`config.mk`:
```
export PLATFORM = sky130hd
export DESIGN_NAME = i2c_seq_engine
export DESIGN_NICKNAME = d
export VERILOG_FILES = /design/src/rtl/i2c_seq_pkg.sv /design/src/rtl/i2c_seq_divider.sv /design/src/rtl/i2c_seq_rxbuf.sv /design/src/rtl/i2c_seq_engine.sv
export SDC_FILE = /design/constraint.sdc
export NUM_CORES = 1
export LEC_CHECK = 0
export ABC_AREA = 1
export BUFFER_PORTS_ARGS = -buffer_cell sky130_fd_sc_hd__buf_2
export CORE_MARGIN = 4
export CORE_UTILIZATION = 50
export CTS_BUF_LIST = sky130_fd_sc_hd__clkbuf_4 sky130_fd_sc_hd__clkbuf_8 sky130_fd_sc_hd__clkbuf_16
export DETAILED_ROUTE_END_ITERATION = 10
export GPL_TIMING_DRIVEN = 0
export PLACE_DENSITY = 0.76
export SETUP_SLACK_MARGIN = 0.05
export SLEW_MARGIN = 10
export SYNTH_ARGS = -nofsm -noshare
export SYNTH_HDL_FRONTEND = slang
export SYNTH_SLANG_ARGS = --single-unit
```
`constraint.sdc`:
```
create_clock -name clk -period 2.7 [get_ports clk]
set_input_delay 0.54 -clock clk [delete_from_list [all_inputs] [get_ports clk]]
set_output_delay 0.54 -clock clk [all_outputs]
set_load 0.05 [all_outputs]
```
`src/rtl/i2c_seq_pkg.sv`:
```
package i2c_seq_pkg;
  localparam int NCMD = 5;

  // Command indices in the command word; value of the enum is index + 1.
  localparam int B_START  = 0;
  localparam int B_RSTART = 1;
  localparam int B_STOP   = 2;
  localparam int B_RECV   = 3;
  localparam int B_ACK    = 4;

  typedef enum logic [2:0] {
    C_IDLE   = 3'd0,
    C_START  = 3'd1,
    C_RSTART = 3'd2,
    C_STOP   = 3'd3,
    C_RECV   = 3'd4,
    C_ACK    = 3'd5
  } cmd_e;
endpackage

```
`src/rtl/i2c_seq_divider.sv`:
```
module i2c_seq_divider #(
  parameter int W = 16
) (
  input  logic         clk,
  input  logic         rst_n,
  input  logic         load,
  input  logic         run,
  input  logic [W-1:0] reload,
  output logic         tick
);
  logic [W-1:0] cnt;

  assign tick = run && !load && (cnt == '0);

  always_ff @(posedge clk) begin
    if (!rst_n)            cnt <= '0;
    else if (load || tick) cnt <= reload;
    else if (run)          cnt <= cnt - 1'b1;
  end


  div_countdown_chk: assert property (@(posedge clk) disable iff (!rst_n)
    run && !load && (cnt != '0) |=> cnt == $past(cnt) - 1'b1);
endmodule

```
`src/rtl/i2c_seq_rxbuf.sv`:
```
module i2c_seq_rxbuf #(
  parameter int DW = 8
) (
  input  logic          clk,
  input  logic          rst_n,
  input  logic          shift_en,
  input  logic          bit_in,
  input  logic          byte_done,
  input  logic          take,
  output logic [DW-1:0] data,
  output logic          valid
);
  always_ff @(posedge clk) begin
    if (!rst_n) begin
      data  <= '0;
      valid <= 1'b0;
    end else begin
      if (shift_en) data <= {data[DW-2:0], bit_in};
      if (byte_done)  valid <= 1'b1;
      else if (take)  valid <= 1'b0;
    end
  end


  rx_hold_chk: assert property (@(posedge clk) disable iff (!rst_n)
    valid && !take |=> valid && $stable(data));
endmodule

```
`src/rtl/i2c_seq_engine.sv`:
```
module i2c_seq_engine
  import i2c_seq_pkg::*;
#(
  parameter int DIV_W  = 16,
  parameter int DATA_W = 8
) (
  input  logic              clk,
  input  logic              rst_n,
  input  logic              cmd_wr,
  input  logic [NCMD-1:0]   cmd_set,
  input  logic              ack_nack,
  input  logic [DIV_W-1:0]  half_period,
  input  logic              rx_ready,
  input  logic              sda_in,
  output logic [NCMD-1:0]   cmd_bits,
  output logic              busy,
  output logic [DATA_W-1:0] rx_data,
  output logic              rx_valid,
  output logic              scl_oe,
  output logic              sda_oe
);
  localparam int RX_STEPS = 2 * DATA_W;
  localparam int STEP_W   = $clog2(RX_STEPS);

  cmd_e              cur, req;
  logic [STEP_W-1:0] step;
  logic              sda_q, scl_q, nack_q;
  logic              accept, tick, last;
  logic              shift_en, byte_done;

  // {sda_low, scl_low} for a given step of a command
  function automatic logic [1:0] step_pat(cmd_e c, logic [STEP_W-1:0] s, logic nk);
    case (c)
      C_START:  step_pat = (s == 0) ? 2'b00 : 2'b10;
      C_RSTART: step_pat = (s == 0) ? 2'b01 : ((s == 1) ? 2'b00 : 2'b10);
      C_STOP:   step_pat = (s == 0) ? 2'b11 : ((s == 1) ? 2'b10 : 2'b00);
      C_RECV:   step_pat = s[0] ? 2'b00 : 2'b01;
      C_ACK:    step_pat = {!nk, !s[0]};
      default:  step_pat = 2'b00;
    endcase
  endfunction

  // line state left behind when a command ends
  function automatic logic [1:0] end_pat(cmd_e c);
    case (c)
      C_START, C_RSTART: end_pat = 2'b11;
      C_RECV, C_ACK:     end_pat = 2'b01;
      default:           end_pat = 2'b00;
    endcase
  endfunction

  always_comb begin
    req = C_IDLE;
    if (cmd_set[B_START])  req = C_START;
    if (cmd_set[B_RSTART]) req = C_RSTART;
    if (cmd_set[B_STOP])   req = C_STOP;
    if (cmd_set[B_RECV])   req = C_RECV;
    if (cmd_set[B_ACK])    req = C_ACK;
  end

  assign accept = cmd_wr && (cur == C_IDLE) && $onehot(cmd_set)
                  && !(cmd_set[B_RECV] && rx_valid);

  always_comb begin
    case (cur)
      C_START, C_ACK:  last = (step == STEP_W'(1));
      C_RSTART, C_STOP: last = (step == STEP_W'(2));
      C_RECV:          last = (step == STEP_W'(RX_STEPS - 1));
      default:         last = 1'b0;
    endcase
  end

  i2c_seq_divider #(.W(DIV_W)) u_div (
    .clk    (clk),
    .rst_n  (rst_n),
    .load   (accept),
    .run    (cur != C_IDLE),
    .reload (half_period),
    .tick   (tick)
  );

  always_ff @(posedge clk) begin
    if (!rst_n) begin
      cur    <= C_IDLE;
      step   <= '0;
      sda_q  <= 1'b0;
      scl_q  <= 1'b0;
      nack_q <= 1'b0;
    end else if (accept) begin
      cur            <= req;
      step           <= '0;
      nack_q         <= ack_nack;
      {sda_q, scl_q} <= step_pat(req, '0, ack_nack);
    end else if (tick) begin
      if (last) begin
        cur            <= C_IDLE;
        {sda_q, scl_q} <= end_pat(cur);
      end else begin
        step           <= step + 1'b1;
        {sda_q, scl_q} <= step_pat(cur, step + 1'b1, nack_q);
      end
    end
  end

  // SCL rises at the end of each even (low) receive step
  assign shift_en  = tick && (cur == C_RECV) && !step[0];
  assign byte_done = tick && (cur == C_RECV) && last;

  i2c_seq_rxbuf #(.DW(DATA_W)) u_rx (
    .clk       (clk),
    .rst_n     (rst_n),
    .shift_en  (shift_en),
    .bit_in    (sda_in),
    .byte_done (byte_done),
    .take      (rx_ready),
    .data      (rx_data),
    .valid     (rx_valid)
  );

  for (genvar i = 0; i < NCMD; i++) begin : g_status
    assign cmd_bits[i] = (cur == cmd_e'(3'(i + 1)));
  end

  assign busy   = (cur != C_IDLE);
  assign scl_oe = scl_q;
  assign sda_oe = sda_q;


  one_cmd_chk: assert property (@(posedge clk) disable iff (!rst_n)
    $onehot0(cmd_bits));


  busy_ignore_chk: assert property (@(posedge clk) disable iff (!rst_n)
    busy && cmd_wr && !tick |=> cmd_bits == $past(cmd_bits));


  rx_release_chk: assert property (@(posedge clk) disable iff (!rst_n)
    cur == C_RECV |-> !sda_oe);


  sda_steady_chk: assert property (@(posedge clk) disable iff (!rst_n)
    (cur == C_RECV || cur == C_ACK) && cur == $past(cur) && !scl_q && !$past(scl_q)
    |-> $stable(sda_q));
endmodule

```
* Word level (Yosys, flattened, before mapping) *
Index checks and enable logic that the tools add are counted.

word-level totals
  register bits after elaboration = 35
  input port bits = 27
  word-level logic and storage cells = 90

operators by class
  add/sub/neg operators = 6
  equal/unequal tests = 14
  mux-type cells = 28
  bitwise operators = 2
  reductions and logical operators = 32

operators by type and width
  cell                   count
  $mux 16                2
  $mux 3                 7
  $logic_not 16->1       1
  $sub 16x1->16 const B  1
  $eq 3x2->1 const B     4
  $eq 3x3->1 const B     4
  $reduce_or 2->1        6
  $mux 1                 10
  $mux 2                 5
  $pmux 2 s5             1
  $logic_and 1x1->1      9
  $eq 4x1->1 const B     2
  $reduce_bool 2->1      4
  $eq 3x1->1 const B     2
  $logic_not 1->1        6
  $pmux 2 s3             1
  $add 1x1->2            2
  $add 4x1->4 const B    1
  $eq 4x2->1 const B     1
  $eq 4x4->1 const B     1
  $logic_not 4->1        1
  $pmux 2 s2             1
  $reduce_and 2->1       2
  $add 2x2->3            1
  other kinds (6)        7

* Depth between registers and ports, before layout *
Gate-level depths: netlist of the first run.

  depth after elaboration = 12
  gate-level depth with buffers = 16
  gate-level depth less buffers = 15

* Cells and area by module *
A second synthesis of the first run with hierarchy kept.

second synthesis, totals
  cell total of the unflattened synthesis = 391
  area total of the unflattened synthesis = 2418.6 µm²

modules (own cells, without submodules)
  module           times used  cells each  area an instance (µm²)  seq. area each (µm²)
  i2c_seq_divider  1           206         1212.4                  320.3
  i2c_seq_engine   1           146         902.1                   200.2
  i2c_seq_rxbuf    1           39          304.0                   180.2

* Least setup slack after synthesis of the first run *
No wires, ideal clock.

  kind = input to register
  start point = input port cmd_set[0]
  end point = register u_div.cnt[1]
  library setup time = 110 ps
  arrival time = 2626 ps
  data required time = 2590 ps
  setup slack = -35 ps
  stages on the path = 16
  cell sequence = inv_1 -> fa_1 -> fa_1 -> inv_1 -> ha_1 -> nor2_1 -> nand4_1 -> nor2_4 -> inv_4 -> nand2_4 -> inv_2 -> buf_6 -> nand2_1 -> o211ai_1 -> nand2_1 -> inv_1

on the way
  word-level cells in the longest chain between the ends = 11
  elaborated cells on any way between the ends = 12

RTL lines
  item                                          RTL line               text
  from (decl)                                   i2c_seq_engine.sv:10   input logic [NCMD-1:0] cmd_set,
  $add 1x1->2 (not written as such) (*)         i2c_seq_engine.sv:61   assign accept = cmd_wr && (cur == C_IDLE) && $onehot(cmd_set)
  $add 2x2->3 (not written as such) (*)         i2c_seq_engine.sv:61
  $add 3x1->3 (not written as such) (*)         i2c_seq_engine.sv:61
  $eq 3x1->1 (*)                                i2c_seq_engine.sv:61
  $logic_and 1x1->1 (*)                         i2c_seq_engine.sv:61
  $logic_and 1x1->1 (*)                         i2c_seq_engine.sv:62   && !(cmd_set[B_RECV] && rx_valid);
  $logic_not 1->1                               i2c_seq_divider.sv:13  assign tick = run && !load && (cnt == '0);
  $logic_and 1x1->1 (2 in a row)                i2c_seq_divider.sv:13
  $logic_or 1x1->1 (*)                          i2c_seq_divider.sv:17  else if (load || tick) cnt <= reload;
  $mux 16 or $reduce_bool 2->1 (tied branches)  n/a
  to (signal assigned)                          i2c_seq_divider.sv:17
  to (signal assigned)                          i2c_seq_divider.sv:18  else if (run) cnt <= cnt - 1'b1;
  to (decl)                                     i2c_seq_divider.sv:11  logic [W-1:0] cnt;

Mark *: on every way between the ends. The rest lies on a longest branch, timed or not.
A chain may end at the register's enable or synchronous reset.

* Worst setup path in the final report of the first run *
  start point = input port cmd_set[3]
  end point = register u_div.cnt[7]

on the way
  word-level cells in the longest chain between the ends = 11
  elaborated cells on any way between the ends = 14

RTL lines
  item                                          RTL line
  $add 1x1->2 (not written as such)             i2c_seq_engine.sv:61
  $add 2x2->3 (not written as such)             i2c_seq_engine.sv:61
  $add 3x1->3 (not written as such)             i2c_seq_engine.sv:61
  $eq 3x1->1                                    i2c_seq_engine.sv:61
  $logic_and 1x1->1                             i2c_seq_engine.sv:61
  $logic_and 1x1->1 (*)                         i2c_seq_engine.sv:62
  $logic_not 1->1                               i2c_seq_divider.sv:13
  $logic_and 1x1->1 (2 in a row)                i2c_seq_divider.sv:13
  $logic_or 1x1->1 (*)                          i2c_seq_divider.sv:17
  $mux 16 or $reduce_bool 2->1 (tied branches)  n/a

Marks and branches as above.

==> impl_metrics.env, run 1 <==
export IMPL_status="finished, final reports clean"
export IMPL_timing_fmax_ghz=0.3864
export IMPL_clk_insertion_delay_late_ns=0.29
export IMPL_dominantRegCellSynth="dfxtp_1"
export IMPL_seqCellArea_sq_um=700.7
export IMPL_place_area_sq_um=2631
export IMPL_slew_viol_final=0
export IMPL_synth_area_sq_um=2336
export IMPL_nets=449
export IMPL_firstDrtPassIters=6
export IMPL_fin_ws_ns=0.1123
export IMPL_criticalPathCategory="in2reg"
export IMPL_wl_per_cell_um=12.21
export IMPL_ys_warn_count=0
export IMPL_antenna_found_initial=0
export IMPL_synth_cell_types=35
export IMPL_cts_tree="done"
export IMPL_start_util=0.5256
export IMPL_async_flop_share=0
export IMPL_area_growth_pct=23.62
export IMPL_drt_iter0_drc=170
export IMPL_critPathBufInv=7
export IMPL_wl_mm=5.702
export IMPL_cts_sinks=35
export IMPL_core_area_sq_um=4444
export IMPL_synth_seq_cells=35
export IMPL_ir_worst_vdd_v=0.0006060
export IMPL_first_global_vias=2276
export IMPL_synth_fp_nets=390
export IMPL_hpwl_mm=4.152
export IMPL_skew_ns=0.006264
export IMPL_drc=0
export IMPL_stdcell_area_sq_um=2888
export IMPL_grt_start_max_net_pins=13
export IMPL_cap_violations=0
export IMPL_clock_path_buffers=2
export IMPL_yosys_area_top_type="dfxtp_1"
export IMPL_grt_remaining_overflow=0
export IMPL_crit_path_frequent_cell="inv_2"
export IMPL_p_per_area_nw_per_um2=868.2
export IMPL_p_int_mw=1.453
export IMPL_max_slew_margin=0.6535
export IMPL_layout_min_cycle_time_ns=2.588
export IMPL_critPathMaxStageDelay_ns=0.43
export IMPL_antenna_diode_count=0
export IMPL_hold_path_class="reg2reg"
export IMPL_setup_tns_ns=0
export IMPL_pre_cts_ws_ns=-0.4107
export IMPL_die_width_um=76.35
export IMPL_power_switching_mw=1.054
export IMPL_path_clk_slew_ns=0.07
export IMPL_yosysSeqAreaShare=0.2999
export IMPL_crit_path_end_kind="register"
export IMPL_vias_per_cell=5.126
export IMPL_synthCells=355
export IMPL_io_pins=44
export IMPL_drive_above_1_share=0.2458
export IMPL_cts_buffers=5
export IMPL_path_cells="buf_2, inv_2, fa_1, fa_2, inv_2, ha_1, nor2_1, nand4_1, nor2_4, inv_4, nand2_8, inv_2, buf_6, nand3_1, nand3_1, nand2_1, inv_1"
export IMPL_power_frac_comb=0.501
export IMPL_worst_ep_arrival_time_ns=2.78
export IMPL_power_switching_fraction=0.4203
export IMPL_p_leak_nw=1.421
export IMPL_start_kind="input port"
export IMPL_fillerInstances=402
export IMPL_grt_usage=0.1993
export IMPL_required_ns=2.89
export IMPL_synth_area_leaders="dfxtp_1 30%, nand2_1 17%, inv_1 7.6%"
export IMPL_slowest_stage="fa_1"
export IMPL_critPathMaxFanout=10
export IMPL_tightest_slew_ns=0.5197
export IMPL_vias=2394
export IMPL_syn_avg_cell_area_sq_um=6.580
export IMPL_final_hold_violation_count=0
export IMPL_synth_edf_count=0
export IMPL_rows=24
export IMPL_pwr_share_clk=0.226
export IMPL_gp_congestion=0.8666
export IMPL_cts_root_buf="clkbuf_8"
export IMPL_dieArea_sq_um=5829
export IMPL_crit_family="adder cells"
export IMPL_ant_nets=0
export IMPL_rsz0062_at_grt="true"
export IMPL_fin_crit_sh=0.9584
export IMPL_yosys_area_top_type_share=0.2999
export IMPL_multiInputGateArea_sq_um=1425
export IMPL_die_y_um=76.35
export IMPL_setup_viol=0
export IMPL_io_buffers=43
export IMPL_cts_max_level=2
export IMPL_ctsHoldBuffers=0
export IMPL_seq_power_share=0.273
export IMPL_grt_pass1_wl_mm=9.660
[cell usage in the layout, fill, tap and decap left out, drive strengths merged, types with 5 or more instances in the layout]
cell type,Yosys,layout
a21oi,24,24
buf,3,54
clkbuf,3,8
dfxtp,35,35
ha,6,6
inv,56,56
nand2,112,113
nand3,21,21
nand4,5,5
nor2,41,41
o211ai,5,5
o21ai,19,19
xor2,8,8
[per-layer routing]
metal / vias to the layer above / wire length, um / track usage
met5: - / 0 / 0
met4: 0 / 93 / 0.09601
met3: 13 / 315 / 0.04137
met2: 64 / 2774 / 0.3313
met1: 1076 / 2519 / 0.2445
li1: 1241 / - / -
[final cells by class]
| cell class | count | area share |
|---|---|---|
| inverter | 57 | 0.07842 |
| multi-input combinational | 258 | 0.4935 |
| clock buffer | 5 | 0.02383 |
| tap | 52 | 0.02253 |
| timing repair buffer | 51 | 0.09662 |
| buffer | 6 | 0.01906 |
| clock inverter | 3 | 0.02340 |
| sequential | 35 | 0.2426 |
[tightest hold or removal path: stages, from the launching register on]
cell	delay [ns]
dfxtp_1	0.30
inv_1	0.07
a21oi_1	0.06
[metrics by stage]
step | total power [mW] | std cells | utilization | hold WS [ns]
2_1_floorplan | 1.630 | 355 | - | 0.4291
3_3_place_gp | 1.833 | 450 | 0.5921 | 0.4538
3_5_place_dp | 1.855 | 450 | 0.5921 | 0.4594
4_1_cts | 2.450 | 460 | 0.6303 | 0.4700
5_1_grt | 2.724 | 467 | 0.6498 | 0.4925
6_report | 2.507 | 467 | 0.6498 | 0.4685
[power by group through the flow]
stage / logic (mW) / clock network [mW] / registers (mW)
finish: 1.26 / 0.566 / 0.685
detailed placement: 1.16 / 0 / 0.691
floorplan: 0.931 / 0 / 0.699
CTS: 1.19 / 0.582 / 0.680
global placement: 1.14 / 0 / 0.691
global route: 1.42 / 0.603 / 0.697
[sequential cells by signal, indices dropped and copies added (netlist names)]
signal and cells:
u_div.cnt 16, u_rx.data 8, step 4, cur 3, nack_q 1, scl_oe 1
sda_oe 1, u_rx.valid 1
[cell usage after synthesis, types with 2 or more instances]
library cell / n
a21oi_1: 24
a22oi_1: 2
buf_6: 2
clkbuf_1: 2
dfxtp_1: 35
fa_1: 2
ha_1: 6
inv_1: 47
inv_2: 7
inv_4: 2
nand2_1: 107
nand2_2: 2
nand2_4: 3
nand3_1: 19
nand3_2: 2
nand3b_1: 2
nand4_1: 4
nor2_1: 36
nor2_4: 4
nor3_4: 2
o211ai_1: 5
o21ai_0: 17
o21ai_1: 2
or2_2: 2
xnor2_1: 2
xor2_1: 8
[final timing paths]
check | cells past startpoint | from | endpoint | slack (ns)
worst max-delay path | 17 | cmd_set[3] | u_div.cnt[7] | 0.11
worst min-delay path | 2 | nack_q | nack_q | 0.47
worst max register to register | 9 | u_div.cnt[0] | u_rx.data[5] | 0.74
worst min register to register | 2 | nack_q | nack_q | 0.47
[what timing repair did]
action | 4_1_cts | 5_1_grt
buffers inserted | 2 | 5
gates resized for setup | 4 | 12
endpoints found under the setup margin | 17 | 18
gates cloned | 0 | 2
pin swaps | 2 | 8
[cells by family after synthesis]
family / after synthesis / synth area share
AOI/OAI and AO/OA: 53 / 0.1232
xor gates and xnor gates: 10 / 0.03750
adders and majority gates: 8 / 0.04928
buffers and inverters: 63 / 0.1146
DFF: 35 / 0.2999
and+or+nand+nor: 186 / 0.3755
No activity file was read; power rests on OpenSTA's default activity.
==> run 2: changes to the inputs <==
--- a/config.mk
+++ b/config.mk
@@ -12,7 +12,7 @@
 export CTS_BUF_LIST = sky130_fd_sc_hd__clkbuf_4 sky130_fd_sc_hd__clkbuf_8 sky130_fd_sc_hd__clkbuf_16
 export DETAILED_ROUTE_END_ITERATION = 10
 export GPL_TIMING_DRIVEN = 0
-export PLACE_DENSITY = 0.76
+export PLACE_DENSITY = 0.73
 export SETUP_SLACK_MARGIN = 0.05
 export SLEW_MARGIN = 10
 export SYNTH_ARGS = -nofsm -noshare
==> constraint.sdc (replaced) <==
create_clock -name clk -period 2.88 [get_ports clk]
set_input_delay 0.576 -clock clk [delete_from_list [all_inputs] [get_ports clk]]
set_output_delay 0.576 -clock clk [all_outputs]
set_load 0.05 [all_outputs]
==> run 2 against run 1 <==
First-iteration DRC count down 49%. Final cell count down 0.43%. Clock power down 39%. Sequential cell count unchanged. Register-to-register slack better by 0.15 ns. Critical path depth down 2. Global-route usage down 1.1 points. Total power down 13%. Worst setup slack worse by 0.0053 ns. Via count down 3.6%. Non-clock buffer count down 1. Combinational power down 6%. Critical endpoint is now u_div.cnt[14]. Largest cell class unchanged. Highest routed layer unchanged.
==> impl_metrics.env, run 2 (synthesis results as in run 1) <==
export IMPL_status="finished, final reports clean"
export IMPL_area_growth_pct=22.76
export IMPL_layout_min_cycle_time_ns=2.773
export IMPL_ctsHoldBuffers=0
export IMPL_setup_tns_ns=0
export IMPL_die_width_um=76.35
export IMPL_antenna_diode_count=0
export IMPL_first_global_vias=1991
export IMPL_slowest_stage="fa_1"
export IMPL_final_cell_mix="104 x nand2_1, 42 x inv_1, 42 x buf_2"
export IMPL_stdcell_area_sq_um=2868
export IMPL_grt_pass1_wl_mm=8.935
export IMPL_crit_path_end_kind="register"
export IMPL_clk_insertion_delay_late_ns=0.28
export IMPL_timing_fmax_ghz=0.3606
export IMPL_max_slew_margin=0.6452
export IMPL_critPathBufInv=6
export IMPL_worst_ep_arrival_time_ns=2.95
export IMPL_setup_viol=0
export IMPL_cts_buffers=5
export IMPL_path_cells="buf_8, inv_6, fa_1, fa_2, inv_2, ha_4, nor2_2, nand4_1, nor2_4, clkinv_4, nand2_8, inv_8, clkbuf_16, o211ai_1, nor2_1"
export IMPL_nets=447
export IMPL_antenna_found_initial=0
export IMPL_pre_cts_ws_ns=-0.3512
export IMPL_core_area_sq_um=4444
export IMPL_critPathMaxFanout=8
export IMPL_fin_crit_sh=0.9629
export IMPL_skew_ns=0.003207
export IMPL_criticalPathCategory="in2reg"
export IMPL_clock_path_buffers=2
export IMPL_io_pins=44
export IMPL_vias_per_cell=4.961
export IMPL_dieArea_sq_um=5829
export IMPL_final_util=0.6453
export IMPL_mostFrequentLayoutCell="nand2_1"
export IMPL_ir_worst_vdd_v=0.0005812
export IMPL_cts_tree="done"
export IMPL_top_regs="u_div.cnt x16, u_rx.data x8, step x4"
export IMPL_grt_remaining_overflow=0
export IMPL_start_util=0.5256
export IMPL_ant_nets=0
export IMPL_wl_mm=5.680
export IMPL_regMostFlops="u_div.cnt"
export IMPL_cts_root_buf="clkbuf_8"
export IMPL_slew_viol_final=0
export IMPL_cts_sinks=35
export IMPL_drive_above_1_share=0.2542
export IMPL_p_leak_nw=1.417
export IMPL_crit_family="adder cells"
export IMPL_place_area_sq_um=2616
export IMPL_wl_per_cell_um=12.22
export IMPL_required_ns=3.06
export IMPL_vias=2307
export IMPL_path_clk_slew_ns=0.07
export IMPL_die_y_um=76.35
export IMPL_largest_register_ffs=16
export IMPL_io_buffers=43
export IMPL_grt_usage=0.1878
export IMPL_cts_max_level=2
export IMPL_gp_congestion=0.8340
export IMPL_final_hold_violation_count=0
export IMPL_drt_iter0_drc=87
export IMPL_fin_ws_ns=0.1070
export IMPL_hold_ws_ns=0.4678
export IMPL_grt_start_max_net_pins=12
export IMPL_rsz0062_at_grt="true"
export IMPL_firstDrtPassIters=5
export IMPL_p_per_area_nw_per_um2=760.5
export IMPL_hpwl_mm=4.176
export IMPL_start_kind="input port"
export IMPL_critPathMaxStageDelay_ns=0.52
export IMPL_tightest_slew_ns=0.5322
export IMPL_drc=0
export IMPL_cap_violations=0
export IMPL_rows=24
export IMPL_hold_path_class="reg2reg"
## run 2: cell count changes in the layout (fill, tap and decap cells not counted), sizes merged
cell	previous run	this run
clkinvlp	1	0
nand2	113	112
clkinv	1	5
bufinv	2	0
clkbuf	8	9
inv	56	55
buf	54	52
## run 2: final timing paths
| path | endpoint | depth (start not counted) | slack (ns) | start |
|---|---|---|---|---|
| setup / recovery | u_div.cnt[14] | 15 | 0.11 | cmd_set[3] |
| hold / removal | u_rx.data[7] | 2 | 0.47 | u_rx.data[7] |
| setup reg to reg | cur[1] | 11 | 0.89 | u_div.cnt[0] |
| hold reg to reg | u_rx.data[7] | 2 | 0.47 | u_rx.data[7] |
## run 2: area by class of cell
class | count | area (sq um)
Buffer | 6 | 56.30
Clock buffer | 5 | 68.82
Clock inverter | 3 | 15.01
Fill cell | 438 | 1577
Inverter | 57 | 234.0
Multi-Input combinational cell | 257 | 1426
Sequential cell | 35 | 700.7
Tap cell | 52 | 65.06
Timing Repair Buffer | 50 | 301.5
## run 2: repair_timing
| action | CTS | global route |
|---|---|---|
| resized for setup | 1 | 32 |
| cloned | 0 | 1 |
| setup buffers | 1 | 5 |
| setup endpoints to repair | 10 | 18 |
| pin swaps | 1 | 7 |
## run 2: per-stage QoR
stage | power (mW) | instances
final | 2.181 | 465
after global routing | 2.360 | 465
after CTS | 2.085 | 459
after detailed placement | 1.729 | 450
after global placement | 1.708 | 450
after floorplan | 1.523 | 355
## run 2: worst reg2reg max path, stage by stage, from the launching register on
cell and delay (ns):
dfxtp_1 0.33, inv_1 0.07, ha_1 0.19, nand2_1 0.15
nor2_1 0.17, nand2_1 0.09, nor2_1 0.19, nand2_1 0.08
nor2_1 0.26, nand2_1 0.16, nand3_1 0.10, a21oi_1 0.07
## run 2: report_power, final
group          switching (mW)  internal [mW]  total, mW
clock network           0.178          0.165      0.343
logic                   0.726          0.468       1.19
registers              0.0801          0.563      0.643
## run 2: routing by layer
layer / share of wire / vias to the layer above / track usage
met1: 0.45 / 1035 / 0.2328
met4: 0.0090 / 0 / 0.04891
met5: 0 / - / 0
met2: 0.50 / 44 / 0.3286
li1: - / 1224 / -
met3: 0.044 / 4 / 0.04019
==> run 3: changes to the inputs <==
--- a/config.mk
+++ b/config.mk
@@ -5,14 +5,13 @@
 export SDC_FILE = /design/constraint.sdc
 export NUM_CORES = 1
 export LEC_CHECK = 0
-export ABC_AREA = 1
 export BUFFER_PORTS_ARGS = -buffer_cell sky130_fd_sc_hd__buf_2
 export CORE_MARGIN = 4
 export CORE_UTILIZATION = 50
 export CTS_BUF_LIST = sky130_fd_sc_hd__clkbuf_4 sky130_fd_sc_hd__clkbuf_8 sky130_fd_sc_hd__clkbuf_16
 export DETAILED_ROUTE_END_ITERATION = 10
 export GPL_TIMING_DRIVEN = 0
-export PLACE_DENSITY = 0.73
+export PLACE_DENSITY = 0.74
 export SETUP_SLACK_MARGIN = 0.05
 export SLEW_MARGIN = 10
 export SYNTH_ARGS = -nofsm -noshare
==> run 3 against run 2 <==
The run now ends with negative setup slack left. Combinational power is 36% lower. Via count down 13%. Count of clock-buffer cells in the layout rose by 1. Register-to-register slack lost 0.38 ns. Clock power increased by 34%. Sequential share of layout area grew 1.0 points. Critical path depth is 2 lower. Final cell count down 22%. Clock skew grew 0.0023 ns. Global-route usage rose by 1.1 points. Total power is 14% lower. Die area shrank 11%. Critical endpoint is now u_div.cnt[6]. Largest cell class unchanged.
==> impl_metrics.env, run 3 <==
export IMPL_cap_violations=0
export IMPL_synth_area_sq_um=2049
export IMPL_hpwl_mm=3.501
export IMPL_setup_viol=16
export IMPL_io_pins=44
export IMPL_start_util=0.5161
export IMPL_ys_warn_count=0
export IMPL_top_regs="u_div.cnt x16, u_rx.data x8, step x4"
export IMPL_vias=2014
export IMPL_hold_path_class="reg2reg"
export IMPL_synth_seq_cells=35
export IMPL_timing_fmax_ghz=0.3358
export IMPL_synthCells=248
export IMPL_first_global_vias=1808
export IMPL_syn_avg_cell_area_sq_um=8.264
export IMPL_synth_fp_nets=283
export IMPL_drive_above_1_share=0.3429
export IMPL_ys_top_cells_by_count="38 x nor2_1, 35 x dfxtp_1, 18 x inv_1"
export IMPL_fin_ws_ns=-0.09793
export IMPL_final_hold_violation_count=0
export IMPL_slowest_stage="or4b_4"
export IMPL_required_ns=3.08
export IMPL_antenna_found_initial=0
export IMPL_cts_root_buf="clkbuf_8"
export IMPL_clk_insertion_delay_late_ns=0.29
export IMPL_yosys_area_top_type="dfxtp_1"
export IMPL_p_leak_nw=1.207
export IMPL_critPathMaxStageDelay_ns=0.49
export IMPL_antenna_diode_count=0
export IMPL_ctsHoldBuffers=0
export IMPL_criticalPathCategory="in2reg"
export IMPL_yosys_area_top_type_share=0.3419
export IMPL_skew_ns=0.005556
export IMPL_failed_checks="negative setup slack"
export IMPL_core_area_sq_um=3971
export IMPL_grt_usage=0.1985
export IMPL_firstDrtPassIters=4
export IMPL_crit_path_frequent_cell="buf_8"
export IMPL_crit_family="adder cells"
export IMPL_critPathBufInv=5
export IMPL_rows=23
export IMPL_vias_per_cell=5.564
export IMPL_largest_register_ffs=16
export IMPL_ir_worst_vdd_v=0.0004721
export IMPL_final_util=0.6934
export IMPL_gp_congestion=0.8663
export IMPL_synthMostInstantiatedCell="nor2_1"
export IMPL_yosysSeqAreaShare=0.3419
export IMPL_grt_start_max_net_pins=12
export IMPL_drc=0
export IMPL_cts_max_level=2
export IMPL_ant_nets=0
export IMPL_critPathMaxFanout=6
export IMPL_max_slew_margin=0.5256
export IMPL_drt_iter0_drc=129
export IMPL_regMostFlops="u_div.cnt"
export IMPL_cts_tree="done"
export IMPL_grt_remaining_overflow=0
export IMPL_io_buffers=43
export IMPL_start_kind="input port"
export IMPL_tightest_slew_ns=0.7116
export IMPL_synth_edf_count=0
export IMPL_rsz0062_at_grt="true"
export IMPL_wl_mm=5.242
export IMPL_crit_path_end_kind="register"
export IMPL_die_width_um=72.02
export IMPL_worst_ep_arrival_time_ns=3.18
export IMPL_grt_pass1_wl_mm=8.211
export IMPL_synth_area_leaders="dfxtp_1 34%, nor2_1 7.0%, xnor2_1 5.1%"
export IMPL_p_per_area_nw_per_um2=682.1
export IMPL_fin_crit_sh=1.034
export IMPL_path_clk_slew_ns=0.07
export IMPL_status="finished, violations left"
export IMPL_dominantRegCellSynth="dfxtp_1"
export IMPL_nets=346
export IMPL_synth_cell_types=46
export IMPL_pre_cts_ws_ns=-0.5352
export IMPL_slew_viol_final=0
export IMPL_die_y_um=72.02
export IMPL_wl_per_cell_um=14.48
export IMPL_async_flop_share=0
export IMPL_layout_min_cycle_time_ns=2.978
export IMPL_path_cells="buf_8, inv_4, fa_1, fa_2, inv_2, ha_4, or4b_4, a21oi_4, nand2_4, and2_4, buf_8, buf_12, a211oi_2"
export IMPL_dieArea_sq_um=5187
export IMPL_cts_buffers=5
export IMPL_cts_sinks=35
export IMPL_clock_path_buffers=2
export IMPL_mostFrequentLayoutCell="buf_2"
export IMPL_area_growth_pct=34.37
export IMPL_final_cell_mix="43 x buf_2, 35 x dfxtp_1, 33 x nor2_1"
[run 3: cell types whose count changed after synthesis, sizes merged, moves of 6 or more]
cell    change
nand3      -19
nand2      -95
inv        -38
nor3        +6
xnor2      +10
a211oi     +10
mux2i       +9
a21oi      -10
o21ai       -8
or3         +7
[run 3: power breakdown]
group          internal (mW)  leakage, nW  switching, mW  total, mW
clock                  0.280       0.0612          0.180      0.460
sequential             0.575        0.285         0.0809      0.656
combinational          0.360        0.861          0.402      0.762
[run 3: per-layer routing]
metal  routed length [um]  GRT usage  part of all wire
met5                    0          0                 0
met1                 2237     0.2618              0.43
met3                  285    0.03601             0.054
met2                 2595     0.3265              0.50
met4                  123    0.06889             0.023
[run 3: timing repair]
item,CTS,global route
gates cloned,1,1
gates resized for setup,11,16
endpoints found under the setup margin,19,22
setup buffers,7,4
pin swaps,3,2
[run 3: area by class of cell]
class	count	area, sq um
Timing Repair Buffer	56	381.6
Fill cell	328	1217
Buffer	12	91.34
Tap cell	50	62.56
Clock inverter	2	35.03
Clock buffer	6	82.58
Multi-Input combinational cell	182	1319
Sequential cell	35	700.7
Inverter	19	81.33
[run 3: per-stage QoR]
stage	TNS, ns	hold WS [ns]	total power, mW	std cells	instance area, sq um
finish	-0.7843	0.4694	1.878	362	2754
global route	-2.326	0.4984	1.977	362	2754
CTS	-0.4969	0.4694	1.826	357	2621
detailed placement	-9.152	0.4596	1.310	341	2382
global placement	-8.641	0.4545	1.294	341	2382
floorplan	-1.575	0.4364	1.172	248	2105
[run 3: cells by family (layout without fill, tap and decap cells)]
kind of cell / after synthesis / count (layout) / synth area share
AOI/OAI and AO/OA: 54 / 54 / 0.1819
xor gates and xnor gates: 16 / 16 / 0.06837
adders and majority gates: 8 / 8 / 0.05617
buffers and inverters: 31 / 95 / 0.07020
DFF: 35 / 35 / 0.3419
muxes: 9 / 9 / 0.04396
and+or+nand+nor: 95 / 95 / 0.2375
[run 3: worst paths after layout]
kind	startpoint	to	slack (ns)	depth (start not counted)
setup / recovery	cmd_set[3]	u_div.cnt[6]	-0.1	13
hold / removal	nack_q	nack_q	0.47	2
setup reg to reg	u_div.cnt[5]	u_rx.data[3]	0.51	7
hold reg to reg	nack_q	nack_q	0.47	2
[run 3: worst reg2reg max path, stage by stage (launching register included)]
cell and delay, ns:
dfxtp_1 0.36, or4_4 0.59, nor4_4 0.33, nand3b_2 0.23, or3_1 0.38, buf_6 0.16, mux2i_1 0.17, nor2_1 0.05
